==> src/rtl/gpio_mask_pkg.sv <==
package gpio_mask_pkg;
  localparam int unsigned NPINS  = 8;
  localparam int unsigned AW     = 12;
  localparam int unsigned DW     = 32;

  localparam logic [AW-1:0] OFS_DIR   = 12'h400;
  localparam logic [AW-1:0] OFS_SENSE = 12'h404;
  localparam logic [AW-1:0] OFS_BOTH  = 12'h408;
  localparam logic [AW-1:0] OFS_EVENT = 12'h40C;
  localparam logic [AW-1:0] OFS_IEN   = 12'h410;
  localparam logic [AW-1:0] OFS_RAW   = 12'h414;
  localparam logic [AW-1:0] OFS_MSK   = 12'h418;
  localparam logic [AW-1:0] OFS_CLR   = 12'h41C;
  localparam logic [AW-1:0] OFS_AFSEL = 12'h420;
  localparam logic [AW-1:0] OFS_ID0   = 12'hFE0;
  localparam logic [7:0]    ID0_VALUE = 8'h61;

  localparam int unsigned NCFG = 6;

  typedef enum logic [3:0] {
    SEL_NONE, SEL_DATA, SEL_DIR, SEL_SENSE, SEL_BOTH, SEL_EVENT,
    SEL_IEN, SEL_RAW, SEL_MSK, SEL_CLR, SEL_AFSEL, SEL_ID0
  } reg_sel_e;

  localparam reg_sel_e CFG_SEL [NCFG] = '{SEL_DIR, SEL_SENSE, SEL_BOTH,
                                          SEL_EVENT, SEL_IEN, SEL_AFSEL};
endpackage

==> src/rtl/gpio_addr_decode.sv <==
module gpio_addr_decode
  import gpio_mask_pkg::*;
#(
  parameter int unsigned W = NPINS
) (
  input  logic [AW-1:0] addr,
  output reg_sel_e      sel,
  output logic [W-1:0]  mask
);
  localparam int unsigned MLO = 2;

  logic unused_addr;
  assign unused_addr = ^addr[MLO-1:0];

  assign mask = addr[MLO+W-1:MLO];

  always_comb begin
    sel = SEL_NONE;
    if (addr[AW-1:MLO+W] == '0) begin
      sel = SEL_DATA;
    end else begin
      unique case ({addr[AW-1:MLO], 2'b00})
        OFS_DIR:   sel = SEL_DIR;
        OFS_SENSE: sel = SEL_SENSE;
        OFS_BOTH:  sel = SEL_BOTH;
        OFS_EVENT: sel = SEL_EVENT;
        OFS_IEN:   sel = SEL_IEN;
        OFS_RAW:   sel = SEL_RAW;
        OFS_MSK:   sel = SEL_MSK;
        OFS_CLR:   sel = SEL_CLR;
        OFS_AFSEL: sel = SEL_AFSEL;
        OFS_ID0:   sel = SEL_ID0;
        default:   sel = SEL_NONE;
      endcase
    end
  end
endmodule

==> src/rtl/gpio_in_sync.sv <==
module gpio_in_sync #(
  parameter int unsigned W      = 8,
  parameter int unsigned STAGES = 2
) (
  input  logic         clk,
  input  logic         rst_n,
  input  logic [W-1:0] async_i,
  output logic [W-1:0] sync_o
);
  logic [W-1:0] stage_q [STAGES];

  for (genvar s = 0; s < STAGES; s++) begin : g_stage
    logic [W-1:0] stage_d;
    if (s == 0) begin : g_first
      assign stage_d = async_i;
    end else begin : g_next
      assign stage_d = stage_q[s-1];
    end
    always_ff @(posedge clk or negedge rst_n) begin
      if (!rst_n) stage_q[s] <= '0;
      else        stage_q[s] <= stage_d;
    end
  end

  assign sync_o = stage_q[STAGES-1];
endmodule

==> src/rtl/gpio_byte_reg.sv <==
module gpio_byte_reg #(
  parameter int unsigned W = 8
) (
  input  logic         clk,
  input  logic         rst_n,
  input  logic         we,
  input  logic [W-1:0] wdata,
  output logic [W-1:0] q
);
  logic [W-1:0] d;

  always_comb begin
    d = q;
    if (we) d = wdata;
  end

  always_ff @(posedge clk or negedge rst_n) begin
    if (!rst_n) q <= '0;
    else        q <= d;
  end
endmodule

==> src/rtl/gpio_data_reg.sv <==
module gpio_data_reg #(
  parameter int unsigned W = 8
) (
  input  logic         clk,
  input  logic         rst_n,
  input  logic         wr_en,
  input  logic [W-1:0] mask,
  input  logic [W-1:0] wdata,
  input  logic [W-1:0] dir,
  input  logic [W-1:0] pin_sync,
  output logic [W-1:0] data_q
);
  logic [W-1:0] merged;
  logic [W-1:0] data_d;

  always_comb begin
    merged = data_q;
    if (wr_en) merged = (wdata & mask) | (data_q & ~mask);
    data_d = (merged & dir) | (pin_sync & ~dir);
  end

  always_ff @(posedge clk or negedge rst_n) begin
    if (!rst_n) data_q <= '0;
    else        data_q <= data_d;
  end
endmodule

==> src/rtl/gpio_mask_port.sv <==
module gpio_mask_port
  import gpio_mask_pkg::*;
#(
  parameter int unsigned SYNC_STAGES = 2
) (
  input  logic             clk,
  input  logic             rst_n,
  input  logic             psel,
  input  logic             penable,
  input  logic             pwrite,
  input  logic [AW-1:0]    paddr,
  input  logic [DW-1:0]    pwdata,
  output logic [DW-1:0]    prdata,
  output logic             pready,
  output logic             pslverr,
  input  logic [NPINS-1:0] pin_i,
  output logic [NPINS-1:0] pin_o,
  output logic [NPINS-1:0] pin_oe,
  output logic [NPINS-1:0] data_o,
  output logic [NPINS-1:0] dir_o,
  output logic [NPINS-1:0] afsel_o,
  output logic [NPINS-1:0] irq_sense_o,
  output logic [NPINS-1:0] irq_both_o,
  output logic [NPINS-1:0] irq_event_o,
  output logic [NPINS-1:0] irq_enable_o,
  input  logic [NPINS-1:0] irq_raw_i,
  output logic [NPINS-1:0] irq_clr_o
);
  localparam int unsigned PADW = DW - NPINS;

  reg_sel_e         sel;
  logic [NPINS-1:0] mask;
  logic [NPINS-1:0] pin_sync;
  logic [NPINS-1:0] cfg_q [NCFG];
  logic [NCFG-1:0]  cfg_we;
  logic             wr_acc;
  logic [NPINS-1:0] clr_d, clr_q;
  logic [NPINS-1:0] rd_byte;
  logic             unused_wdata;

  assign unused_wdata = ^pwdata[DW-1:NPINS];
  assign wr_acc  = psel & penable & pwrite;
  assign pready  = 1'b1;
  assign pslverr = 1'b0;

  gpio_addr_decode #(.W(NPINS)) u_dec (
    .addr (paddr),
    .sel  (sel),
    .mask (mask)
  );

  gpio_in_sync #(.W(NPINS), .STAGES(SYNC_STAGES)) u_sync (
    .clk     (clk),
    .rst_n   (rst_n),
    .async_i (pin_i),
    .sync_o  (pin_sync)
  );

  for (genvar i = 0; i < NCFG; i++) begin : g_cfg
    assign cfg_we[i] = wr_acc && (sel == CFG_SEL[i]);
    gpio_byte_reg #(.W(NPINS)) u_reg (
      .clk   (clk),
      .rst_n (rst_n),
      .we    (cfg_we[i]),
      .wdata (pwdata[NPINS-1:0]),
      .q     (cfg_q[i])
    );
  end

  assign dir_o        = cfg_q[0];
  assign irq_sense_o  = cfg_q[1];
  assign irq_both_o   = cfg_q[2];
  assign irq_event_o  = cfg_q[3];
  assign irq_enable_o = cfg_q[4];
  assign afsel_o      = cfg_q[5];

  gpio_data_reg #(.W(NPINS)) u_data (
    .clk      (clk),
    .rst_n    (rst_n),
    .wr_en    (wr_acc && (sel == SEL_DATA)),
    .mask     (mask),
    .wdata    (pwdata[NPINS-1:0]),
    .dir      (dir_o),
    .pin_sync (pin_sync),
    .data_q   (data_o)
  );

  assign pin_oe = dir_o;
  assign pin_o  = data_o & dir_o;

  always_comb begin
    clr_d = '0;
    if (wr_acc && (sel == SEL_CLR)) clr_d = pwdata[NPINS-1:0];
  end

  always_ff @(posedge clk or negedge rst_n) begin
    if (!rst_n) clr_q <= '0;
    else        clr_q <= clr_d;
  end

  assign irq_clr_o = clr_q;

  always_comb begin
    unique case (sel)
      SEL_DATA:  rd_byte = data_o & mask;
      SEL_DIR:   rd_byte = dir_o;
      SEL_SENSE: rd_byte = irq_sense_o;
      SEL_BOTH:  rd_byte = irq_both_o;
      SEL_EVENT: rd_byte = irq_event_o;
      SEL_IEN:   rd_byte = irq_enable_o;
      SEL_RAW:   rd_byte = irq_raw_i;
      SEL_MSK:   rd_byte = irq_raw_i & irq_enable_o;
      SEL_AFSEL: rd_byte = afsel_o;
      SEL_ID0:   rd_byte = ID0_VALUE;
      default:   rd_byte = '0;
    endcase
  end

  assign prdata = {{PADW{1'b0}}, rd_byte};
endmodule

==> config.mk <==
export PLATFORM = sky130hd
export DESIGN_NAME = gpio_mask_port
export DESIGN_NICKNAME = d
export VERILOG_FILES = /design/src/rtl/gpio_mask_pkg.sv /design/src/rtl/gpio_addr_decode.sv /design/src/rtl/gpio_in_sync.sv /design/src/rtl/gpio_byte_reg.sv /design/src/rtl/gpio_data_reg.sv /design/src/rtl/gpio_mask_port.sv
export SDC_FILE = /design/constraint.sdc
export NUM_CORES = 1
export LEC_CHECK = 0
export CAP_MARGIN = 30
export CORE_AREA = 2 2 127 129
export CTS_BUF_LIST = sky130_fd_sc_hd__clkbuf_4
export CTS_CLUSTER_DIAMETER = 100
export DETAILED_ROUTE_END_ITERATION = 10
export DIE_AREA = 0 0 129 131
export SLEW_MARGIN = 20
export SYNTH_ARGS = -nofsm -noshare
export SYNTH_HDL_FRONTEND = slang
export SYNTH_SLANG_ARGS = --single-unit
==> constraint.sdc <==
create_clock -name clk -period 6.5 [get_ports clk]
set_clock_uncertainty 0.1 [all_clocks]
set_input_delay 1.3 -clock clk [delete_from_list [all_inputs] [get_ports clk]]
set_output_delay 1.3 -clock clk [all_outputs]
set_load 0.005 [all_outputs]
# Word level (Yosys, flattened, before mapping)
# Index checks and enable logic that the tools add are counted.
[op_classes]
addsub = 0
n_bitwise = 13
n_reduce_logical = 9
n_eq_ne = 21
magnitude_cmp = 0
mul = 0
n_shift = 0
muxes = 5
n_div = 0
[ops]
columns = ["operator", "n"]
rows = [
  ["10-bit by 9-bit == test with 1-bit output, second input constant", 9],
  ["8-bit one-hot mux with 10 select lines", 1],
  ["8-bit bitwise AND", 7],
  ["4-bit one-hot mux with 10 select lines", 1],
  ["4-bit by 3-bit == test with 1-bit output, second input constant", 4],
  ["4-bit == test, second input constant", 4],
  ["8-bit two-way mux", 2],
  ["8-bit NOT", 2],
  ["8-bit OR", 2],
  ["10-bit == test, second input constant", 1],
  ["4-bit by 2-bit == test with 1-bit output, second input constant", 2],
  ["1-bit logical AND", 8],
  ["4-bit by 1-bit == test with 1-bit output, second input constant", 1],
  ["4-bit two-way mux", 1],
  ["1-bit bitwise AND", 2],
  ["2-bit logical NOT", 1],
]
[word_totals]
wordCells = 58
n_memories = 0
out_inout_bits = 114
ram_bits = 0
in_bits = 65
register_bits = 80
rom_bits = 0
latchBits = 0

# Depth between registers and ports, before layout
[logic_depth]
word_depth = 8
ltp_mapped = 8

# By module
# From an unflattened synthesis, not the netlist that was laid out.
[hier_totals]
hier_cells = 361
hier_area_um2 = 4322.9
[modules_own_cells]
columns = ["mod", "seq_area_each_um2", "instances", "cells_each", "area_per_inst_um2"]
rows = [
  ["gpio_byte_reg", 200.2, 6, 17, 331.6],
  ["gpio_mask_port", 200.2, 1, 174, 1321.3],
  ["gpio_data_reg", 200.2, 1, 42, 422.9],
  ["gpio_in_sync", 400.4, 1, 16, 400.4],
  ["gpio_addr_decode", 0.0, 1, 27, 188.9],
]

# Worst setup path after synthesis
# Ideal clock, no wire load.
[synth_timing]
path_type = "input -> output"
from = "in paddr[3]"
to = "out prdata[6]"
slack_ps = 2371
required_time_ps = 5100
path_buffers = 3
arrival_time_ps = 2729
cell_stages = 7
cell_sequence = "buf_2 -> buf_1 -> buf_1 -> mux2i_1 -> o21ai_0 -> mux2i_1 -> o221ai_1"
[synth_between]
elab_chain_len = 5
elab_cells_between_ends = 23
[synth_rtl]
columns = ["element", "line_no", "rtl"]
rows = [
  ["start, declared", "gpio_mask_port.sv:11", "input logic [AW-1:0] paddr,"],
  ["10-bit == test / 10-bit by 9-bit == test with 1-bit output (equally long branches)", "gpio_addr_decode.sv:22", "unique case ({addr[AW-1:MLO], 2'b00})"],
  ["4-bit one-hot mux with 10 select lines (*)", "gpio_addr_decode.sv:22", ""],
  ["4-bit two-way mux (*)", "gpio_addr_decode.sv:19", "if (addr[AW-1:MLO+W] == '0) begin"],
  ["4-bit == test (tied with other cells)", "gpio_mask_port.sv:104", "unique case (sel)"],
  ["8-bit one-hot mux with 10 select lines (*)", "gpio_mask_port.sv:104", ""],
  ["end, declared", "gpio_mask_port.sv:13", "output logic [DW-1:0] prdata,"],
]
# Every way passes the cells marked *; elsewhere a longest branch is shown, timed or not.

# Final worst setup path
[layout_timing]
from = "in paddr[3]"
to = "out prdata[3]"
# The elaborated chain is that of the path after synthesis.

==> impl_metrics.ini <==
[sta]
drv_slew = 0
grt_setup_unrepaired = no
worstMarginPinSlew_ns = 0.987
post-route-min-period_ns = 5.76
hold_viol = 0
timing.fmax_mhz = 174
setup_viol = 0
fin_setup_tns_ns = 0
slew_headroom_pct = 33.5
min_period_over_period_pct = 88.6

[yosys]
yosys.area.top_type = dfrtp_1
ys_seq_area_share_pct = 47.1
ys_warn_count = 0
ys_types = 52
synth_top_cells_by_area = dfrtp_1 (47%), mux2_2 (11%), buf_4 (6.4%)
async_reset_ff_share_pct = 100
ys.flop_type = dfrtp_1
syn_inst = 379
ys_ff_latch = 80
syn_area_sq_mm = 0.00425
yosysTopAreaCellShare_pct = 47.1
synth_edf_count = 0
avgSynthCellArea_sq_um = 11.2

[power]
p_total_w = 0.000939
ir_drop_mv = 0.0637
powerDensity_mw_per_mm2 = 162
p_leak_nw = 2.48

[cts]
clock_latency_ns = 0.44
cts_setup_buffers = 0
cts_hold_buf = 0
cts_tree = done
clockBufferDepth = 2
htreeDepth = 3
cts_num_sinks = 80
clk_pin_slew_ns = 0.11
cts_buffers = 9
clockRootBuffer = clkbuf_4
cts_resized = 0

[place]
dp_hpwl_um = 9930
gp_congestion = 0.864
post_dp_cell_area_sq_mm = 0.00563
io_buffers = 126

[outcome]
status = finished, final reports clean

[drt]
drt_pass1_iterations = 4
postRouteAntennaNets = 0
routedWlPerCell_um = 19.2
drtIter0Drc = 158
remaining_drc_errors = 0
totalWireLength_um = 13900
viasPerCell = 4.79
vias = 3456

[global_routing]
grt_pass1_wl_um = 20800
antenna_found_initial = 0
grt_usage_pct = 16.6
first_global_vias = 3454
grt-ovfl-total = 0
grt_max_degree = 51

[floorplan]
die_area_sq_mm = 0.0169
fp-row-count = 46
die_h_um = 131
core-area_sq_mm = 0.0156
initial_utilization_pct = 27.3
die_w_um = 129
boundaryPins = 179

[critical_path]
cp.required_ns = 5.10
end_kind = output pin
ff2ff_path_depth = 2
crit_arrival_ns = 4.36
worstSetupPathType = in -> out
crit_fanout = 11
crit_path_start_kind = input pin

[flow_run]
maxCapViolations = 0

[cells_and_area]
final_common_cell = clkdlybuf4s50_1
drive_gt1_share_pct = 16.2
syn2layout_area_growth_pct = 36.0
final_area_sq_mm = 0.00578
nNetsFinal = 566
final_cell_mix = clkdlybuf4s50_1 (125), dfrtp_1 (80), mux2_2 (40)

[worst_hold_path]
hold_path_class = reg -> reg
hold_depth = 0
area by class of cell:
cell class	count	area, sq um
diodes	1	2.50
clock buffers	10	75.1
clock inverters	5	72.6
fillers	1549	9810
inverters	11	41.3
multi-input cells	266	1990
flip-flops and latches	80	2000
well taps	216	270
repair buffers	133	1330
kinds of logic (layout without fill, tap and decap cells):
| family | count (synthesis) | in the layout | share of synthesized area [%] |
|---|---|---|---|
| AOI/OAI and AO/OA | 67 | 67 | 11.6 |
| buffers and inverters | 57 | 159 | 8.29 |
| other | 2 | 27 | 0.177 |
| and+or+nand+nor | 105 | 105 | 14.7 |
| muxes | 68 | 68 | 18.1 |
| DFF | 80 | 80 | 47.1 |
routing by layer:
metal,routed length [um],global-route usage [%]
met1,6070,21.6
met5,0,0
met3,873,3.66
met4,301,6.65
met2,6610,27.1
path summary, 6_finish.rpt:
check | startpoint | slack [ns] | end
max | paddr[3] | 0.74 | prdata[3]
min | u_sync.g_stage[1].stage_d[4] | 0.26 | u_sync.sync_o[4]
max reg2reg | g_cfg[0].u_reg.q[2] | 5.32 | flop
min reg2reg | u_sync.g_stage[1].stage_d[4] | 0.26 | u_sync.sync_o[4]
max in group asynchronous | rst_n | 5.02 | u_sync.g_stage[1].stage_d[5]
min in group asynchronous | rst_n | 0.68 | irq_clr_o[1]
sequential cells by signal, summed over array words and instances (netlist names), named ones only:
name,flops
g_cfg.u_reg.q,48
irq_clr_o,8
u_sync.g_stage.stage_d,8
u_sync.sync_o,8
critical path, cell delays in order:
cell and delay [ns]:
clkdlybuf4s50_1 0.73, or4b_1 0.83, nor2_1 0.59, a221oi_1 0.19, o2111ai_1 0.15, clkdlybuf4s50_1 0.56
cell usage after synthesis, types with 2 or more instances:
master and instances:
a21oi_1 8, a221oi_1 2, a31oi_1 8, a32oi_1 3
and2_1 16, and3_1 9, buf_1 3, buf_2 2
buf_4 36, clkbuf_1 4, conb_1 2, dfrtp_1 80
inv_1 11, mux2_2 40, mux2_4 8, mux2i_1 20
nand2_1 20, nand2_2 2, nand2b_1 3, nand3_1 8
nand4_1 9, nor2_1 11, nor2b_1 6, nor3_1 8
nor4_2 2, o2111ai_1 2, o211ai_1 6, o21ai_0 20
o221ai_1 3, o31ai_1 5
where the power goes:
| part | total (W) | internal, W | switching (W) |
|---|---|---|---|
| Sequential | 0.000512 | 0.000506 | 0.00000582 |
| Clock | 0.000323 | 0.000155 | 0.000167 |
| Combinational | 0.000104 | 0.0000463 | 0.0000576 |
| Total | 0.000939 | 0.000708 | 0.000231 |
metrics by stage:
step / cells / utilization (%) / hold slack (ns) / setup slack [ns]
after floorplan: 403 / - / 0.231 / 2.37
after global placement: 705 / 35.9 / 0.236 / 0.834
after detailed placement: 706 / 36.1 / 0.236 / 0.825
after CTS: 721 / 37.1 / 0.263 / 0.788
after global routing: 721 / 37.1 / 0.274 / 0.689
final: 722 / 37.1 / 0.262 / 0.742
Note: power is estimated with default switching activity, not from simulation.
